**config.mk**
```make
export PLATFORM = sky130hd
export DESIGN_NAME = sb_commit_fwd
export DESIGN_NICKNAME = d
export VERILOG_FILES = /design/src/rtl/sb_commit_fwd_pkg.sv /design/src/rtl/sb_slot_table.sv /design/src/rtl/sb_commit_pick.sv /design/src/rtl/sb_fwd_pick.sv /design/src/rtl/sb_commit_fwd.sv
export SDC_FILE = /design/constraint.sdc
export NUM_CORES = 1
export LEC_CHECK = 0
export BUFFER_PORTS_ARGS = -buffer_cell sky130_fd_sc_hd__buf_4
export CAP_MARGIN = 40
export CORE_MARGIN = 1.5
export CORE_UTILIZATION = 55
export CTS_CLUSTER_SIZE = 16
export DETAILED_ROUTE_END_ITERATION = 10
export GPL_ROUTABILITY_DRIVEN = 1
export PLACE_DENSITY = 0.76
export SLEW_MARGIN = 20
export SYNTH_ARGS = -nofsm -noshare
export SYNTH_HDL_FRONTEND = slang
export SYNTH_SLANG_ARGS = --single-unit
```
**constraint.sdc**
```tcl
create_clock -name clk -period 4.3 [get_ports clk]
set_input_delay 0.43 -clock clk [delete_from_list [all_inputs] [get_ports clk]]
set_output_delay 0.43 -clock clk [all_outputs]
set_load 0.01 [all_outputs]
```
**src/rtl/sb_commit_fwd_pkg.sv**
```systemverilog
package sb_commit_fwd_pkg;
  typedef enum logic [1:0] {
    SRC_REGFILE = 2'd0,
    SRC_LATCH   = 2'd1,
    SRC_STALL   = 2'd2
  } opnd_path_e;
endpackage

```
**src/rtl/sb_slot_table.sv**
```systemverilog
module sb_slot_table #(
  parameter int NU = 4,
  parameter int NREG = 8,
  parameter int DW = 16,
  parameter int NSH = 4,
  localparam int UW = (NU > 1) ? $clog2(NU) : 1,
  localparam int RW = (NREG > 1) ? $clog2(NREG) : 1
) (
  input  logic                      clk,
  input  logic                      rst_n,
  input  logic                      iss_do,
  input  logic [UW-1:0]             iss_unit,
  input  logic                      iss_wen,
  input  logic [RW-1:0]             iss_dst,
  input  logic [1:0]                iss_src_en,
  input  logic [1:0][RW-1:0]        iss_src,
  input  logic [NSH-1:0]            iss_shadow,
  input  logic                      res_do,
  input  logic [UW-1:0]             res_unit,
  input  logic [DW-1:0]             res_data,
  input  logic                      rd_do,
  input  logic [UW-1:0]             rd_unit,
  input  logic                      rd_sel,
  input  logic [NU-1:0]             retire,
  input  logic [NU-1:0]             commit,
  input  logic [NSH-1:0]            sh_set,
  input  logic [NSH-1:0]            sh_clr,
  input  logic [NSH-1:0]            sh_cancel,
  output logic [NU-1:0]             busy,
  output logic [NU-1:0]             avail,
  output logic [NU-1:0]             wen,
  output logic [NU-1:0][RW-1:0]     dst,
  output logic [NU-1:0][1:0][RW-1:0] src,
  output logic [NU-1:0][1:0]        pend,
  output logic [NU-1:0]             shm_zero,
  output logic [NU-1:0][DW-1:0]     data,
  output logic [NU-1:0][NU-1:0]     older
);
  logic [NSH-1:0]          live_q;
  logic [NU-1:0][NSH-1:0]  shm_q;
  logic [NU-1:0]           cancel_hit;
  logic [NSH-1:0]          kill;
  logic [NSH-1:0]          live_now;

  assign kill     = sh_clr | sh_cancel;
  assign live_now = live_q | sh_set;

  always_ff @(posedge clk or negedge rst_n) begin
    if (!rst_n) live_q <= '0;
    else        live_q <= live_now & ~kill;
  end

  for (genvar u = 0; u < NU; u++) begin : g_slot
    logic hit_iss;
    assign hit_iss       = iss_do && (iss_unit == UW'(u));
    assign cancel_hit[u] = busy[u] && |(shm_q[u] & sh_cancel);
    assign shm_zero[u]   = (shm_q[u] == '0);

    always_ff @(posedge clk or negedge rst_n) begin
      if (!rst_n) begin
        busy[u]  <= 1'b0;
        avail[u] <= 1'b0;
        wen[u]   <= 1'b0;
        dst[u]   <= '0;
        src[u]   <= '0;
        pend[u]  <= '0;
        shm_q[u] <= '0;
        data[u]  <= '0;
        older[u] <= '0;
      end else if (hit_iss) begin
        busy[u]  <= 1'b1;
        avail[u] <= 1'b0;
        wen[u]   <= iss_wen;
        dst[u]   <= iss_dst;
        src[u]   <= iss_src;
        pend[u]  <= iss_src_en;
        shm_q[u] <= iss_shadow & live_now & ~kill;
        older[u] <= busy;
      end else begin
        if (retire[u] || cancel_hit[u]) busy[u] <= 1'b0;
        if (res_do && res_unit == UW'(u)) begin
          avail[u] <= 1'b1;
          data[u]  <= res_data;
        end
        if (rd_do && rd_unit == UW'(u)) pend[u][rd_sel] <= 1'b0;
        shm_q[u] <= shm_q[u] & ~kill;
        if (iss_do) older[u][iss_unit] <= 1'b0;
      end
    end

    AST_CANCEL_FREES: assert property (@(posedge clk) disable iff (!rst_n)
      cancel_hit[u] |=> !busy[u]) else $error("cancelled unit still occupied");
  end

  AST_ISSUE_IDLE: assert property (@(posedge clk) disable iff (!rst_n)
    iss_do |-> !busy[iss_unit]) else $error("issue to occupied unit");
  AST_COMMIT_READY: assert property (@(posedge clk) disable iff (!rst_n)
    (commit & ~(busy & avail & shm_zero)) == '0) else $error("commit of unready unit");
  AST_NO_WRITE_CANCELLED: assert property (@(posedge clk) disable iff (!rst_n)
    (commit & cancel_hit) == '0) else $error("commit of cancelled unit");
endmodule

```
**src/rtl/sb_commit_pick.sv**
```systemverilog
module sb_commit_pick #(
  parameter int NU = 4,
  parameter int NREG = 8,
  localparam int RW = (NREG > 1) ? $clog2(NREG) : 1
) (
  input  logic                       clk,
  input  logic                       rst_n,
  input  logic [NU-1:0]              busy,
  input  logic [NU-1:0]              avail,
  input  logic [NU-1:0]              wen,
  input  logic [NU-1:0][RW-1:0]      dst,
  input  logic [NU-1:0][1:0][RW-1:0] src,
  input  logic [NU-1:0][1:0]         pend,
  input  logic [NU-1:0]              shm_zero,
  input  logic [NU-1:0][NU-1:0]      older,
  output logic [NU-1:0]              grant,
  output logic [NU-1:0]              done_nw
);
  logic [NU-1:0] elig;

  always_comb begin
    for (int p = 0; p < NU; p++) begin
      logic war_h;
      logic waw_h;
      war_h = 1'b0;
      waw_h = 1'b0;
      for (int q = 0; q < NU; q++) begin
        if (older[p][q] && busy[q]) begin
          if ((pend[q][0] && src[q][0] == dst[p]) || (pend[q][1] && src[q][1] == dst[p]))
            war_h = 1'b1;
          if (wen[q] && dst[q] == dst[p]) waw_h = 1'b1;
        end
      end
      elig[p]    = busy[p] && avail[p] && wen[p] && shm_zero[p] && !war_h && !waw_h;
      done_nw[p] = busy[p] && avail[p] && !wen[p] && shm_zero[p];
    end
    for (int p = 0; p < NU; p++) begin
      grant[p] = elig[p];
      for (int q = 0; q < NU; q++)
        if (elig[q] && older[p][q]) grant[p] = 1'b0;
    end
  end

  AST_ONE_WRITE: assert property (@(posedge clk) disable iff (!rst_n)
    $onehot0(grant)) else $error("more than one write granted");
endmodule

```
**src/rtl/sb_fwd_pick.sv**
```systemverilog
module sb_fwd_pick
  import sb_commit_fwd_pkg::*;
#(
  parameter int NU = 4,
  parameter int NREG = 8,
  localparam int UW = (NU > 1) ? $clog2(NU) : 1,
  localparam int RW = (NREG > 1) ? $clog2(NREG) : 1
) (
  input  logic                       clk,
  input  logic                       rst_n,
  input  logic                       rq_valid,
  input  logic [UW-1:0]              rq_unit,
  input  logic                       rq_sel,
  input  logic [NU-1:0]              busy,
  input  logic [NU-1:0]              avail,
  input  logic [NU-1:0]              wen,
  input  logic [NU-1:0][RW-1:0]      dst,
  input  logic [NU-1:0][1:0][RW-1:0] src,
  input  logic [NU-1:0][1:0]         pend,
  input  logic [NU-1:0][NU-1:0]      older,
  output logic                       rq_ready,
  output logic                       rq_fwd,
  output logic [UW-1:0]              prod,
  output logic [RW-1:0]              rd_reg
);
  logic [NU-1:0] cand;
  logic [NU-1:0] pick;
  opnd_path_e    path;

  assign rd_reg = src[rq_unit][rq_sel];

  always_comb begin
    for (int p = 0; p < NU; p++)
      cand[p] = busy[p] && wen[p] && dst[p] == rd_reg && older[rq_unit][p];
    prod = '0;
    for (int p = 0; p < NU; p++) begin
      pick[p] = cand[p];
      for (int q = 0; q < NU; q++)
        if (cand[q] && older[q][p]) pick[p] = 1'b0;
      if (pick[p]) prod = UW'(p);
    end
    if (pick == '0)        path = SRC_REGFILE;
    else if (avail[prod])  path = SRC_LATCH;
    else                   path = SRC_STALL;
  end

  assign rq_ready = busy[rq_unit] && pend[rq_unit][rq_sel] && (path != SRC_STALL);
  assign rq_fwd   = (path == SRC_LATCH);

  AST_READ_NEEDS_PENDING: assert property (@(posedge clk) disable iff (!rst_n)
    (rq_valid && !(busy[rq_unit] && pend[rq_unit][rq_sel])) |-> !rq_ready)
    else $error("read accepted for a source that is not pending");
endmodule

```
**src/rtl/sb_commit_fwd.sv**
```systemverilog
module sb_commit_fwd #(
  parameter int NU = 4,
  parameter int NREG = 8,
  parameter int DW = 16,
  parameter int NSH = 4,
  localparam int UW = (NU > 1) ? $clog2(NU) : 1,
  localparam int RW = (NREG > 1) ? $clog2(NREG) : 1
) (
  input  logic           clk,
  input  logic           rst_n,
  input  logic           iss_valid,
  output logic           iss_ready,
  input  logic [UW-1:0]  iss_unit,
  input  logic           iss_wen,
  input  logic [RW-1:0]  iss_dst,
  input  logic           iss_src0_en,
  input  logic [RW-1:0]  iss_src0,
  input  logic           iss_src1_en,
  input  logic [RW-1:0]  iss_src1,
  input  logic [NSH-1:0] iss_shadow,
  input  logic           res_valid,
  output logic           res_ready,
  input  logic [UW-1:0]  res_unit,
  input  logic [DW-1:0]  res_data,
  input  logic           rq_valid,
  output logic           rq_ready,
  input  logic [UW-1:0]  rq_unit,
  input  logic           rq_sel,
  output logic [DW-1:0]  rq_data,
  output logic           rq_fwd,
  output logic [RW-1:0]  rf_rd_addr,
  input  logic [DW-1:0]  rf_rd_data,
  output logic           rf_we,
  output logic [RW-1:0]  rf_waddr,
  output logic [DW-1:0]  rf_wdata,
  input  logic [NSH-1:0] sh_set,
  input  logic [NSH-1:0] sh_clr,
  input  logic [NSH-1:0] sh_cancel
);
  logic [NU-1:0]              busy, avail, wen, shm_zero, grant, done_nw;
  logic [NU-1:0][RW-1:0]      dst;
  logic [NU-1:0][1:0][RW-1:0] src;
  logic [NU-1:0][1:0]         pend;
  logic [NU-1:0][DW-1:0]      data;
  logic [NU-1:0][NU-1:0]      older;
  logic [UW-1:0]              prod;
  logic                       iss_do, res_do, rd_do;

  assign iss_ready = !busy[iss_unit];
  assign res_ready = busy[res_unit] && !avail[res_unit];
  assign iss_do    = iss_valid && iss_ready;
  assign res_do    = res_valid && res_ready;
  assign rd_do     = rq_valid && rq_ready;

  sb_slot_table #(.NU(NU), .NREG(NREG), .DW(DW), .NSH(NSH)) u_table (
    .clk(clk), .rst_n(rst_n),
    .iss_do(iss_do), .iss_unit(iss_unit), .iss_wen(iss_wen), .iss_dst(iss_dst),
    .iss_src_en({iss_src1_en, iss_src0_en}), .iss_src({iss_src1, iss_src0}),
    .iss_shadow(iss_shadow),
    .res_do(res_do), .res_unit(res_unit), .res_data(res_data),
    .rd_do(rd_do), .rd_unit(rq_unit), .rd_sel(rq_sel),
    .retire(grant | done_nw), .commit(grant),
    .sh_set(sh_set), .sh_clr(sh_clr), .sh_cancel(sh_cancel),
    .busy(busy), .avail(avail), .wen(wen), .dst(dst), .src(src), .pend(pend),
    .shm_zero(shm_zero), .data(data), .older(older)
  );

  sb_commit_pick #(.NU(NU), .NREG(NREG)) u_commit (
    .clk(clk), .rst_n(rst_n),
    .busy(busy), .avail(avail), .wen(wen), .dst(dst), .src(src), .pend(pend),
    .shm_zero(shm_zero), .older(older), .grant(grant), .done_nw(done_nw)
  );

  sb_fwd_pick #(.NU(NU), .NREG(NREG)) u_fwd (
    .clk(clk), .rst_n(rst_n),
    .rq_valid(rq_valid), .rq_unit(rq_unit), .rq_sel(rq_sel),
    .busy(busy), .avail(avail), .wen(wen), .dst(dst), .src(src), .pend(pend),
    .older(older), .rq_ready(rq_ready), .rq_fwd(rq_fwd), .prod(prod), .rd_reg(rf_rd_addr)
  );

  assign rq_data = rq_fwd ? data[prod] : rf_rd_data;

  always_comb begin
    rf_waddr = '0;
    rf_wdata = '0;
    for (int p = 0; p < NU; p++) begin
      rf_waddr |= dst[p]  & {RW{grant[p]}};
      rf_wdata |= data[p] & {DW{grant[p]}};
    end
  end
  assign rf_we = |grant;

  AST_NO_WRITE_IN_RESET_EXIT: assert property (@(posedge clk) disable iff (!rst_n)
    $rose(rst_n) |-> !rf_we) else $error("write right after reset");
endmodule

```
==> PnR_summary.wiki, run 1 <==
{| class="wikitable"
! Metric !! Value
|-
| Worst voltage drop across the vdd grid || 397.8 uV
|-
| Final period util || 101.1%
|-
| Largest cells by area after synthesis || dfrtp_1, mux2_2, xnor2_1
|-
| Critical Path End Type || output pin
|-
| Reg2Reg Depth || 12
|-
| Library cell occupying the most area in the post-synthesis netlist || dfrtp_1
|-
| Path type of the worst min-delay path || in -> reg
|-
| CTS sink count || 156
|-
| Total Power || 7.953 mW
|-
| Distinct cell type count of the synthesized netlist || 64
|-
| Total half-perimeter wirelength after legalization and detailed placement || 19.81 mm
|-
| Flop-to-flop setup slack || 400 ps
|-
| Number of enable-type register cells in the synthesized netlist || 0
|-
| Clock input transition at the sequential cells of the worst setup and hold paths || 70 ps
|-
| Share of the yosys chip area belonging to registers || 40.84%
|-
| Routed wire length || 29.35 mm
|-
| Net Switching || 3.315 mW
|-
| Unrepaired setup endpoints after global routing || true
|-
| Weighted congestion at the end of routability-driven global placement || 0.9834
|-
| Global-route wire length before repair || 45.37 mm
|-
| Starting Density || 55.85%
|-
| Arrival @ worst endpoint || 3920 ps
|-
| Tightest Pin Transition || 855.8 ps
|-
| Final cell count without fillers || 1352
|-
| Horiz. Die Dim || 134.8 um
|-
| Worst-Skew Late Latency || 440 ps
|-
| Overflow left after global routing || 0
|-
| Filler Cell Count || 1291
|-
| Initial antenna violation count || 0
|-
| Setup skew after layout || 9.755 ps
|-
| Delay of the slowest cell on the worst path || 490 ps
|-
| Highest-delay cell along the critical path || mux4_2
|-
| Fraction of final layout cells with drive strength greater than 1 || 32.50%
|-
| Largest net degree at the start of global routing || 97
|-
| Fraction of registers with async set or reset after synthesis || 100.0%
|-
| Most used cell, CP || mux2_2
|-
| CTS buffer count || 17
|-
| Hold path startpoint || iss_src1[0]
|-
| TritonCTS clock tree || yes
|-
| Die Height || 134.8 um
|-
| Maximum fanout count along the critical path || 6
|-
| Iteration-0 DRC count of the detailed router || 951
|-
| Part of the power in registers || 38.0%
|-
| Cell-by-cell listing of the critical path || mux4_2 -> mux2i_4 -> xnor2_2 -> a211o_1 -> or3_1 -> a2111o_1 -> buf_12 -> buf_4 -> mux2_2 -> nor2_1 -> o22ai_1 -> mux2_2 -> buf_6
|-
| Deepest clock path buffer count || 2
|-
| Count of placed standard cells including taps || 1304
|-
| Worst hold path cell count || 3
|-
| Data required time at the worst endpoint || 3870 ps
|-
| Layout area overhead || 22.94%
|-
| Total vias in the final route || 8547
|-
| Wire per inst || 21.71 um
|-
| Static leakage || 5.240 nW
|-
| Share of total power consumed by net switching || 41.69%
|-
| PD cells || 676.7 nW/um2
|-
| Final setup violation count || 16
|-
| Proportion of netlist area held by the largest area contributor || 40.84%
|-
| Warnings from Yosys || 0
|-
| Final slew viol count || 0
|-
| Relative contribution of combinational cells to total power || 42.1%
|-
| Synth Area per Inst || 9.656 um2
|-
| Core Rows || 48
|-
| Final-report hold violation count || 0
|-
| Post-Synthesis Cell Area || 9559 um2
|-
| Final routed DRC violation total || 0
|-
| Max transition margin || 42.95%
|-
| Port Buf Inserts || 114
|-
| Antenna Violating Nets Remaining || 0
|-
| F_max || 230.0 MHz
|-
| Commonest register cell after synthesis || dfrtp_1
|-
| Hold WS || 217.0 ps
|-
| Number of nets in the synthesized netlist || 1062
|-
| Failing checks || negative setup slack
|-
| Library cell used as clock root buffer || clkbuf_16
|-
| Worst Setup Start Kind || register
|-
| Via-to-Cell Ratio || 6.322
|-
| Number of synthesized register bits || 156
|-
| Placeable Area || 17120 um2
|-
| Share of power burned in the clock network || 19.9%
|-
| Number of global-route vias before repair || 8168
|-
| Area of combinational cells with multiple inputs || 5316 um2
|-
| Min cycle time layout || 4348 ps
|-
| Global routing usage summed across all routing layers || 32.85%
|-
| R2r endpoint || u_table.pend[4]
|-
| Die outline area || 18180 um2
|-
| NumNets Final || 1185
|-
| Final total negative setup slack || -381.0 ps
|-
| Hold EP || u_table.src[15]
|-
| Internal power consumption || 4.638 mW
|-
| Synthesized netlist cell count || 990
|-
| Number of placed I/O pins || 115
|-
| Reg2Reg Launch Point || u_table.src[23]
|-
| Result of the run || complete, but fails checks
|-
| Worst Setup Slack, final || -47.85 ps
|-
| Type of the setup path with the least slack || reg -> out
|-
| Maximum capacitance violations || 0
|-
| Sequential cell area || 3918 um2
|-
| First-pass iteration count of the detailed router || 5
|-
| Pre-CTS WS || 5.500 ps
|-
| Total number of H-tree levels || 4
|}
## how the worst max path moves through the flow
stage | startpoint | to | depth (start not counted)
floorplan | rq_unit[0] | rq_data[10] | 14
global placement | rq_unit[0] | rq_data[4] | 14
detailed placement | rq_unit[0] | rq_data[1] | 14
CTS | u_table.src[23] | rq_data[0] | 13
global route | u_table.src[8] | rq_data[8] | 12
finish | u_table.src[23] | rq_data[2] | 13
## flip-flops by register name (all words and copies together) (netlist names), 8 cells and up
register and flops:
u_table.data 64, u_table.older 16, u_table.pend 8, u_table.shm_q 16, u_table.src 24, u_table.dst 12
## power groups by stage
| stage | Combinational (mW) | Sequential, mW | Clock (mW) |
|---|---|---|---|
| after floorplan | 2.44 | 2.53 | 0 |
| after global placement | 3.06 | 2.98 | 0 |
| after detailed placement | 3.15 | 2.99 | 0 |
| after CTS | 3.26 | 2.97 | 1.59 |
| final | 3.35 | 3.02 | 1.58 |
| after global routing | 3.60 | 3.09 | 1.65 |
## cell usage after synthesis, drive strengths merged (8+ instances only)
cell type and n:
o21ai 52, a22oi 41, mux4 10, mux2i 10, nor3 12, and2 10, nor2 28, a31oi 11
xnor2 81, nor4 8, nand3 31, o22ai 18, a21oi 11, dfrtp 156, clkbuf 51, nand4 37
mux2 111, xor2 18, buf 19, inv 38, nand2 164, nand3b 8
## metrics by stage
| stage | cell area [um2] | util [%] |
|---|---|---|
| finish | 11750 | 68.66 |
| detailed placement | 10800 | 63.08 |
| floorplan | 9559 | - |
| global placement | 10760 | 62.88 |
| global route | 11750 | 68.65 |
| CTS | 11630 | 67.92 |
## timing repair
item	4_1_cts	5_1_grt
endpoints found under the hold margin	45	0
setup buffers	11	2
pin swaps	4	2
hold buffers	1	0
cloned	1	1
resized for setup	25	24
setup endpoints to repair	17	21
## cells in the final DEF, fill, tap and decap left out, types with 8 or more instances in the layout
master / instances
xor2_1: 18
nor3_1: 11
mux2_4: 10
nand4_1: 36
buf_4: 148
and2_1: 10
clkbuf_16: 18
o22ai_1: 17
inv_1: 37
a22oi_1: 41
o21ai_0: 51
nand3b_1: 8
nand3_1: 30
a21oi_1: 11
dfrtp_2: 11
dfrtp_1: 145
nand2_1: 164
mux4_2: 10
a31oi_1: 10
mux2_2: 101
buf_6: 18
nor2_1: 25
xnor2_1: 79
mux2i_1: 9
## layout make-up
type	count	share of cell area, %
Clock inverter	15	1.661
Sequential cell	156	33.33
Antenna cell	1	0.02129
Timing Repair Buffer	174	12.52
Tap cell	225	2.395
Multi-Input combinational cell	726	45.24
Inverter	38	1.214
Clock buffer	17	3.620
## worst max-delay path: cells and delay by family, from the launching register on
| family | cells | cell delay [ps] |
|---|---|---|
| muxes | 4 | 1310 |
| AOI/OAI and AO/OA | 3 | 750 |
| and+or+nand+nor | 2 | 460 |
| buffers and inverters | 3 | 450 |
| DFF | 1 | 410 |
| xor gates and xnor gates | 1 | 100 |
## layer usage
layer	wire (um)	GRT usage (%)	share of wire, %
met3	2568	7.245	8.7
met1	12370	45.33	42
met5	0	0	0
met2	13480	50.63	46
met4	933	13.14	3.2
## logic make-up after synthesis
group | share of synthesized area (%)
and+or+nand+nor | 16.44
AOI/OAI and AO/OA | 11.98
DFF | 40.84
muxes | 16.96
buffers and inverters | 4.712
xor gates and xnor gates | 9.071
(Power assumes the default switching activity.)
==> run 2, diff against run 1 <==
==> constraint.sdc (replaced) <==
create_clock -name clk -period 4.3 [get_ports clk]
set_input_delay 0.86 -clock clk [delete_from_list [all_inputs] [get_ports clk]]
set_output_delay 0.86 -clock clk [all_outputs]
set_load 0.01 [all_outputs]
==> PnR_summary.wiki, run 2 (synthesis gave the netlist of run 1 again) <==
{| class="wikitable"
! Metric !! Value
|-
| Data required time at the worst endpoint || 3440 ps (-430 ps)
|-
| Clock input transition at the sequential cells of the worst setup and hold paths || 70 ps (about the same)
|-
| Sequential cell area || 3915 um2 (about the same)
|-
| Failing checks || negative setup slack
|-
| Share of total power consumed by net switching || 40.42% (-1.3 points)
|-
| Starting Density || 55.85% (unchanged)
|-
| Internal power consumption || 4.948 mW (+6.7%)
|-
| Static leakage || 5.574 nW (+6.4%)
|-
| Most common cell after layout, fill and taps aside || buf_4
|-
| Routed length on met1 || 12.41 mm (+0.35%)
|-
| Worst-Skew Late Latency || 430 ps (about the same)
|-
| Iteration-0 DRC count of the detailed router || 953 (+0.21%)
|-
| Topmost layer with routed signal wires || met4
|-
| Total number of H-tree levels || 4 (unchanged)
|-
| Max FFs per register || 64 (unchanged)
|-
| Part of the power in registers || 35.4% (-2.6 points)
|-
| Capture point of the worst path || rq_data[3]
|-
| Final slew viol count || 0 (unchanged)
|-
| Unrepaired setup endpoints after global routing || true
|-
| Commonest non-fill, non-tap cells in the layout || buf_4, nand2_1, dfrtp_1, mux2_2, xnor2_1
|-
| Final-report hold violation count || 0 (unchanged)
|-
| Share of power burned in the clock network || 18.7% (-1.2 points)
|-
| Type of the setup path with the least slack || in -> out
|-
| Arrival @ worst endpoint || 4130 ps (+210 ps)
|-
| Final cell count without fillers || 1421 (+5.1%)
|-
| Reg2Reg Launch Point || u_table.src[5]
|-
| Die outline area || 18180 um2 (unchanged)
|-
| Number of placed I/O pins || 115 (unchanged)
|-
| Horiz. Die Dim || 134.8 um (unchanged)
|-
| Filler Cell Count || 1244 (-3.6%)
|-
| Total half-perimeter wirelength after legalization and detailed placement || 21.01 mm (+6.0%)
|-
| Initial antenna violation count || 0 (unchanged)
|-
| Wire length on met2 || 14.31 mm (+6.2%)
|-
| Total vias in the final route || 8956 (+4.8%)
|-
| Number of antenna diodes || 0 (-1)
|-
| Core Rows || 48 (unchanged)
|-
| Layout area overhead || 28.89%
|-
| Count of placed standard cells including taps || 1366 (+4.8%)
|-
| Setup skew after layout || 10.45 ps (+0.6922 ps)
|-
| Global routing usage summed across all routing layers || 34.24% (+1.4 points)
|-
| Hold WS || 308.5 ps (+91.50 ps)
|-
| Worst Setup Slack, final || -687.7 ps (-639.8 ps)
|-
| Final routed DRC violation total || 0 (unchanged)
|-
| Die Height || 134.8 um (unchanged)
|-
| Min cycle time layout || 4988 ps (+639.8 ps)
|-
| Net Switching || 3.356 mW (+1.2%)
|-
| Max transition margin || 53.53% (+11 points)
|-
| Tightest Pin Transition || 697.0 ps (-158.8 ps)
|-
| Result of the run || complete, but fails checks
|-
| Worst Setup Start Kind || primary input
|-
| Relative contribution of combinational cells to total power || 45.9% (+3.8 points)
|-
| Number of global-route vias before repair || 8815 (+7.9%)
|-
| Area of combinational cells with multiple inputs || 5395 um2 (+1.5%)
|-
| Port Buf Inserts || 114 (unchanged)
|-
| Maximum fanout count along the critical path || 8 (+2)
|-
| Wire per inst || 21.64 um (-0.32%)
|-
| Fraction of final layout cells with drive strength greater than 1 || 37.12% (+4.6 points)
|-
| Overflow left after global routing || 0 (unchanged)
|-
| Largest net degree at the start of global routing || 83 (-14%)
|-
| Global-route wire length before repair || 47.66 mm (+5.0%)
|-
| NumNets Final || 1255 (+5.9%)
|-
| Maximum capacitance violations || 0 (unchanged)
|-
| Total Power || 8.305 mW (+4.4%)
|-
| Worst voltage drop across the vdd grid || 360.1 uV (-9.5%)
|-
| Deepest clock path buffer count || 2 (unchanged)
|-
| R2r endpoint || u_table.pend[6]
|-
| Path type of the worst min-delay path || in -> async
|-
| Weighted congestion at the end of routability-driven global placement || 0.9869 (+0.36%)
|-
| TritonCTS clock tree || yes
|-
| Via-to-Cell Ratio || 6.303 (-0.30%)
|-
| Registers with the most flip-flops || u_table.data (64), u_table.src (24)
|-
| Antenna Violating Nets Remaining || 0 (unchanged)
|-
| Met3 routed wirelength || 3.181 mm (+24%)
|-
| F_max || 200.5 MHz (-13%)
|-
| Flop-to-flop setup slack || 360 ps (-40 ps)
|-
| Routed wire length || 30.75 mm (+4.8%)
|-
| Placeable Area || 17120 um2 (unchanged)
|-
| Library cell used as clock root buffer || clkbuf_16
|-
| Final period util || 116.0% (+15 points)
|-
| Critical Path End Type || output pin
|-
| CTS sink count || 156 (unchanged)
|-
| Reg2Reg Depth || 15 (+3)
|-
| CTS buffer count || 17 (unchanged)
|-
| PD cells || 674.0 nW/um2 (-0.39%)
|-
| Top reg by flops || u_table.data
|-
| First-pass iteration count of the detailed router || 5 (unchanged)
|-
| Final setup violation count || 18 (+2)
|-
| Critical Path Source || rq_unit[0]
|-
| Pre-CTS WS || -681.0 ps (-686.5 ps)
|}
-- run 2: repair_timing --
action	in CTS	in global routing
resized for setup	30	33
hold buffers	0	0
setup endpoints to repair	38	38
setup buffers	11	10
pin swaps	14	15
gates cloned	1	2
-- run 2: stage by stage --
| stage | instance area (um2) | TNS [ps] | utilization [%] |
|---|---|---|---|
| 2_1_floorplan | 9583 | -5872 | - |
| 3_3_place_gp | 11230 | -9703 | 65.61 |
| 3_5_place_dp | 11270 | -11230 | 65.84 |
| 4_1_cts | 12090 | -11390 | 70.63 |
| 5_1_grt | 12320 | -12870 | 71.98 |
| 6_report | 12320 | -11330 | 71.98 |
-- run 2: how the worst min path moves through the flow --
stage                      startpoint                 to  cells past startpoint
floorplan           u_table.live_q[0]  u_table.live_q[0]                      1
global placement    u_table.live_q[2]  u_table.live_q[2]                      1
detailed placement  u_table.live_q[3]  u_table.live_q[3]                      1
CTS                             rst_n   u_table.data[32]                      1
global route                    rst_n   u_table.data[48]                      1
finish                          rst_n   u_table.data[48]                      1
-- run 2: final cells by class --
cell class / instances / share of cell area [%]
clock buffers: 17 / 3.453
inverters: 38 / 1.178
multi-input cells: 726 / 43.79
flip-flops and latches: 156 / 31.78
well taps: 225 / 2.285
clock inverters: 15 / 1.422
repair buffers: 244 / 16.10
-- run 2: worst max-delay path: stages --
cell,delay [ps]
buf_12,90
mux4_2,520
mux2i_4,280
xnor2_2,130
a211o_1,250
or3_1,350
a2111o_1,460
mux2_4,310
nand3_2,80
a21o_4,190
buf_12,150
mux2_2,330
buf_4,140
-- run 2: layer usage --
layer	GRT usage (%)	vias to the layer above
met5	0	-
met4	13.56	0
met3	8.183	78
met2	52.48	551
met1	47.12	4419
li1	-	3908
-- run 2: power groups by stage --
stage / registers, mW / logic [mW] / clock network (mW)
after floorplan: 2.53 / 2.45 / 0
after global placement: 2.86 / 3.38 / 0
after detailed placement: 2.88 / 3.49 / 0
after CTS: 2.88 / 3.63 / 1.56
after global routing: 2.99 / 4.11 / 1.62
final: 2.94 / 3.81 / 1.55
==> run 3, diff against run 2 <==
PLACE_DENSITY = 0.73   (was 0.76)
SYNTH_HIERARCHICAL = 1   (was unset)
==> PnR_summary.wiki, run 3 <==
{| class="wikitable"
! Metric !! Value
|-
| Number of nets in the synthesized netlist || 1024 (-3.6%)
|-
| Weighted congestion at the end of routability-driven global placement || 0.9851 (-0.18%)
|-
| Count of placed standard cells including taps || 1352 (-1.0%)
|-
| Starting Density || 55.91% (+0.065 points)
|-
| Number of global-route vias before repair || 8379 (-4.9%)
|-
| Post-Synthesis Cell Area || 10010 um2 (+4.7%)
|-
| Die Height || 137.9 um (+2.3%)
|-
| Proportion of netlist area held by the largest area contributor || 39.00% (-1.8 points)
|-
| Critical Path End Type || output pin
|-
| Cell types with the highest counts after synthesis || dfrtp_1, nand2_1, xnor2_1
|-
| NumNets Final || 1219 (-2.9%)
|-
| Maximum fanout count along the critical path || 18 (+10)
|-
| Number of synthesized register bits || 156 (unchanged)
|-
| Maximum capacitance violations || 0 (unchanged)
|-
| CTS buffer count || 17 (unchanged)
|-
| Final setup violation count || 18 (unchanged)
|-
| Via-to-Cell Ratio || 6.048 (-4.0%)
|-
| F_max || 203.1 MHz (+1.3%)
|-
| Horiz. Die Dim || 137.9 um (+2.3%)
|-
| Path type of the worst min-delay path || in -> async
|-
| Largest cells by area after synthesis || dfrtp_1, xnor2_1, mux2_2
|-
| Hold WS || 455.1 ps (+146.7 ps)
|-
| Final period util || 114.5% (-1.5 points)
|-
| Wire per inst || 21.50 um (-0.67%)
|-
| Placeable Area || 17900 um2 (+4.6%)
|-
| Registers with the most flip-flops || u_table/data (64), u_table/src (24)
|-
| Worst voltage drop across the vdd grid || 418.3 uV (+16%)
|-
| Clock input transition at the sequential cells of the worst setup and hold paths || 70 ps (about the same)
|-
| Max FFs per register || 64 (unchanged)
|-
| Commonest register cell after synthesis || dfrtp_1
|-
| Most common cell after layout, fill and taps aside || buf_4
|-
| Total number of H-tree levels || 4 (unchanged)
|-
| Area after DPL || 11750 um2 (+4.2%)
|-
| Count of hold-fix buffers inserted at cts || 0 (unchanged)
|-
| Worst-Skew Late Latency || 430 ps (about the same)
|-
| Worst Setup Slack, final || -622.8 ps (+64.84 ps)
|-
| Worst Setup Start Kind || primary input
|-
| Iteration-0 DRC count of the detailed router || 988 (+3.7%)
|-
| Commonest non-fill, non-tap cells in the layout || buf_4, dfrtp_1, nand2_1, xnor2_1, mux2_2
|-
| Layout area overhead || 25.29%
|-
| Library cell used as clock root buffer || clkbuf_16
|-
| Final routed DRC violation total || 0 (unchanged)
|-
| CTS sink count || 156 (unchanged)
|-
| Share of the yosys chip area belonging to registers || 39.00% (-1.8 points)
|-
| Fraction of registers with async set or reset after synthesis || 100.0% (unchanged)
|-
| Port Buf Inserts || 114 (unchanged)
|-
| Static leakage || 5.393 nW (-3.2%)
|-
| TritonCTS clock tree || yes
|-
| Largest net degree at the start of global routing || 78 (-6.0%)
|-
| Top reg by flops || u_table/data
|-
| First-pass iteration count of the detailed router || 6 (+1)
|-
| Setup skew after layout || 10.92 ps (+0.4731 ps)
|-
| Synthesized netlist cell count || 952 (-3.8%)
|-
| Distinct cell type count of the synthesized netlist || 68 (+6.3%)
|-
| Global routing usage summed across all routing layers || 32.53% (-1.7 points)
|-
| Antenna Violating Nets Remaining || 0 (unchanged)
|-
| Routed wire length || 29.86 mm (-2.9%)
|-
| Data required time at the worst endpoint || 3440 ps (about the same)
|-
| Core Rows || 49 (+2.1%)
|-
| Max transition margin || 49.96% (-3.6 points)
|-
| Number of antenna diodes || 0 (unchanged)
|-
| Min cycle time layout || 4923 ps (-64.84 ps)
|-
| Overflow left after global routing || 0 (unchanged)
|-
| Tightest Pin Transition || 750.7 ps (+53.64 ps)
|-
| Arrival @ worst endpoint || 4060 ps (-70 ps)
|-
| Number of placed I/O pins || 115 (unchanged)
|-
| Result of the run || complete, but fails checks
|-
| Final Instance Area || 12540 um2 (+1.8%)
|-
| Die outline area || 19020 um2 (+4.6%)
|-
| Warnings from Yosys || 6 (+6)
|-
| Final slew viol count || 0 (unchanged)
|-
| Final-report hold violation count || 0 (unchanged)
|-
| Final cell count without fillers || 1389 (-2.3%)
|-
| Global-route wire length before repair || 46.29 mm (-2.9%)
|-
| Fraction of final layout cells with drive strength greater than 1 || 38.28% (+1.2 points)
|-
| Most instantiated library cell after synthesis || dfrtp_1
|-
| Unrepaired setup endpoints after global routing || true
|-
| Type of the setup path with the least slack || in -> out
|-
| Number of enable-type register cells in the synthesized netlist || 0 (unchanged)
|-
| PD cells || 679.8 nW/um2 (+0.86%)
|-
| Total vias in the final route || 8401 (-6.2%)
|-
| Final total negative setup slack || -10030 ps (+1297 ps)
|-
| Total half-perimeter wirelength after legalization and detailed placement || 20.89 mm (-0.56%)
|-
| Library cell occupying the most area in the post-synthesis netlist || dfrtp_1
|-
| Initial antenna violation count || 1 (+1)
|-
| Failing checks || negative setup slack
|-
| Deepest clock path buffer count || 2 (unchanged)
|-
| Synth Area per Inst || 10.51 um2 (+8.9%)
|}
run 3: cell types whose count changed after synthesis, moves of 15 or more:
cell      change
xnor2_1      +16
nand3_1      -19
o21ai_0      -23
mux2_4       +24
nand2_1      -15
clkbuf_1     -29
o22ai_1      -15
buf_6        +15
mux2_2       -28
mux2i_1      +37
xor2_1       -15
inv_1        -29
run 3: critical path: stages:
cell and delay [ps]:
buf_12 120, buf_6 120, mux2i_1 110, mux4_2 600, buf_4 190, xor2_1 160
nand2_2 110, nor3_1 210, buf_4 150, a2111oi_4 40, buf_4 160, a211o_1 260
o22ai_4 210, buf_12 190, and2b_1 210, a21oi_2 130, o21ai_2 70, buf_4 140
run 3: cell families after synthesis:
kind of cell	share of synthesized area [%]
flip-flops	39.00
XOR/XNOR	8.750
buffers and inverters	4.838
AND/OR/NAND/NOR	16.46
multiplexers	19.34
AO/OA/AOI/OAI	11.61
run 3: power breakdown:
part / total, mW / switching (mW) / internal (mW)
registers: 2.66 / 0.575 / 2.09
clock network: 1.58 / 0.699 / 0.884
logic: 4.28 / 2.14 / 2.15
run 3: routing by layer:
layer	vias to the layer above	global-route usage (%)	part of all wire, %
li1	3835	-	-
met1	4119	45.92	44
met2	392	49.70	46
met3	55	8.041	8.1
met4	0	9.491	2.2
met5	-	0	0
run 3: what timing repair did:
| item | 4_1_cts | 5_1_grt |
|---|---|---|
| resized for setup | 16 | 13 |
| endpoints found under the setup margin | 18 | 38 |
| setup buffers | 4 | 0 |
| pin swaps | 1 | 2 |
run 3: metrics by stage:
stage               setup slack (ps)  utilization, %  power (mW)
finish                        -622.8           70.05       8.525
global route                  -779.3           70.05       8.962
CTS                           -624.7           69.61       8.416
detailed placement            -982.4           65.61       6.750
global placement               -1207           65.46       6.628
floorplan                     -346.6               -       5.307
run 3: path summary, 6_finish.rpt:
kind | cells past startpoint | slack (ps) | from | to
setup / recovery | 18 | -620 | rq_unit[0] | rq_data[14]
hold / removal | 1 | 460 | rst_n | u_table/data[39]
setup reg to reg | 17 | 270 | u_table/src[9] | u_table/pend[1]
hold reg to reg | 1 | 540 | u_table/data[0] | u_table/data[0]
max in group asynchronous | 2 | 2990 | rst_n | u_table/data[17]
min in group clk | 1 | 540 | u_table/data[0] | u_table/data[0]
run 3: layout make-up:
cell class / count / area [um2]
multi-input combinational: 730 / 5826
fill: 1381 / 5361
sequential: 156 / 3904
timing repair buffer: 234 / 1887
clock buffer: 18 / 429.2
tap: 229 / 286.5
clock inverter: 14 / 178.9
inverter: 8 / 30.03
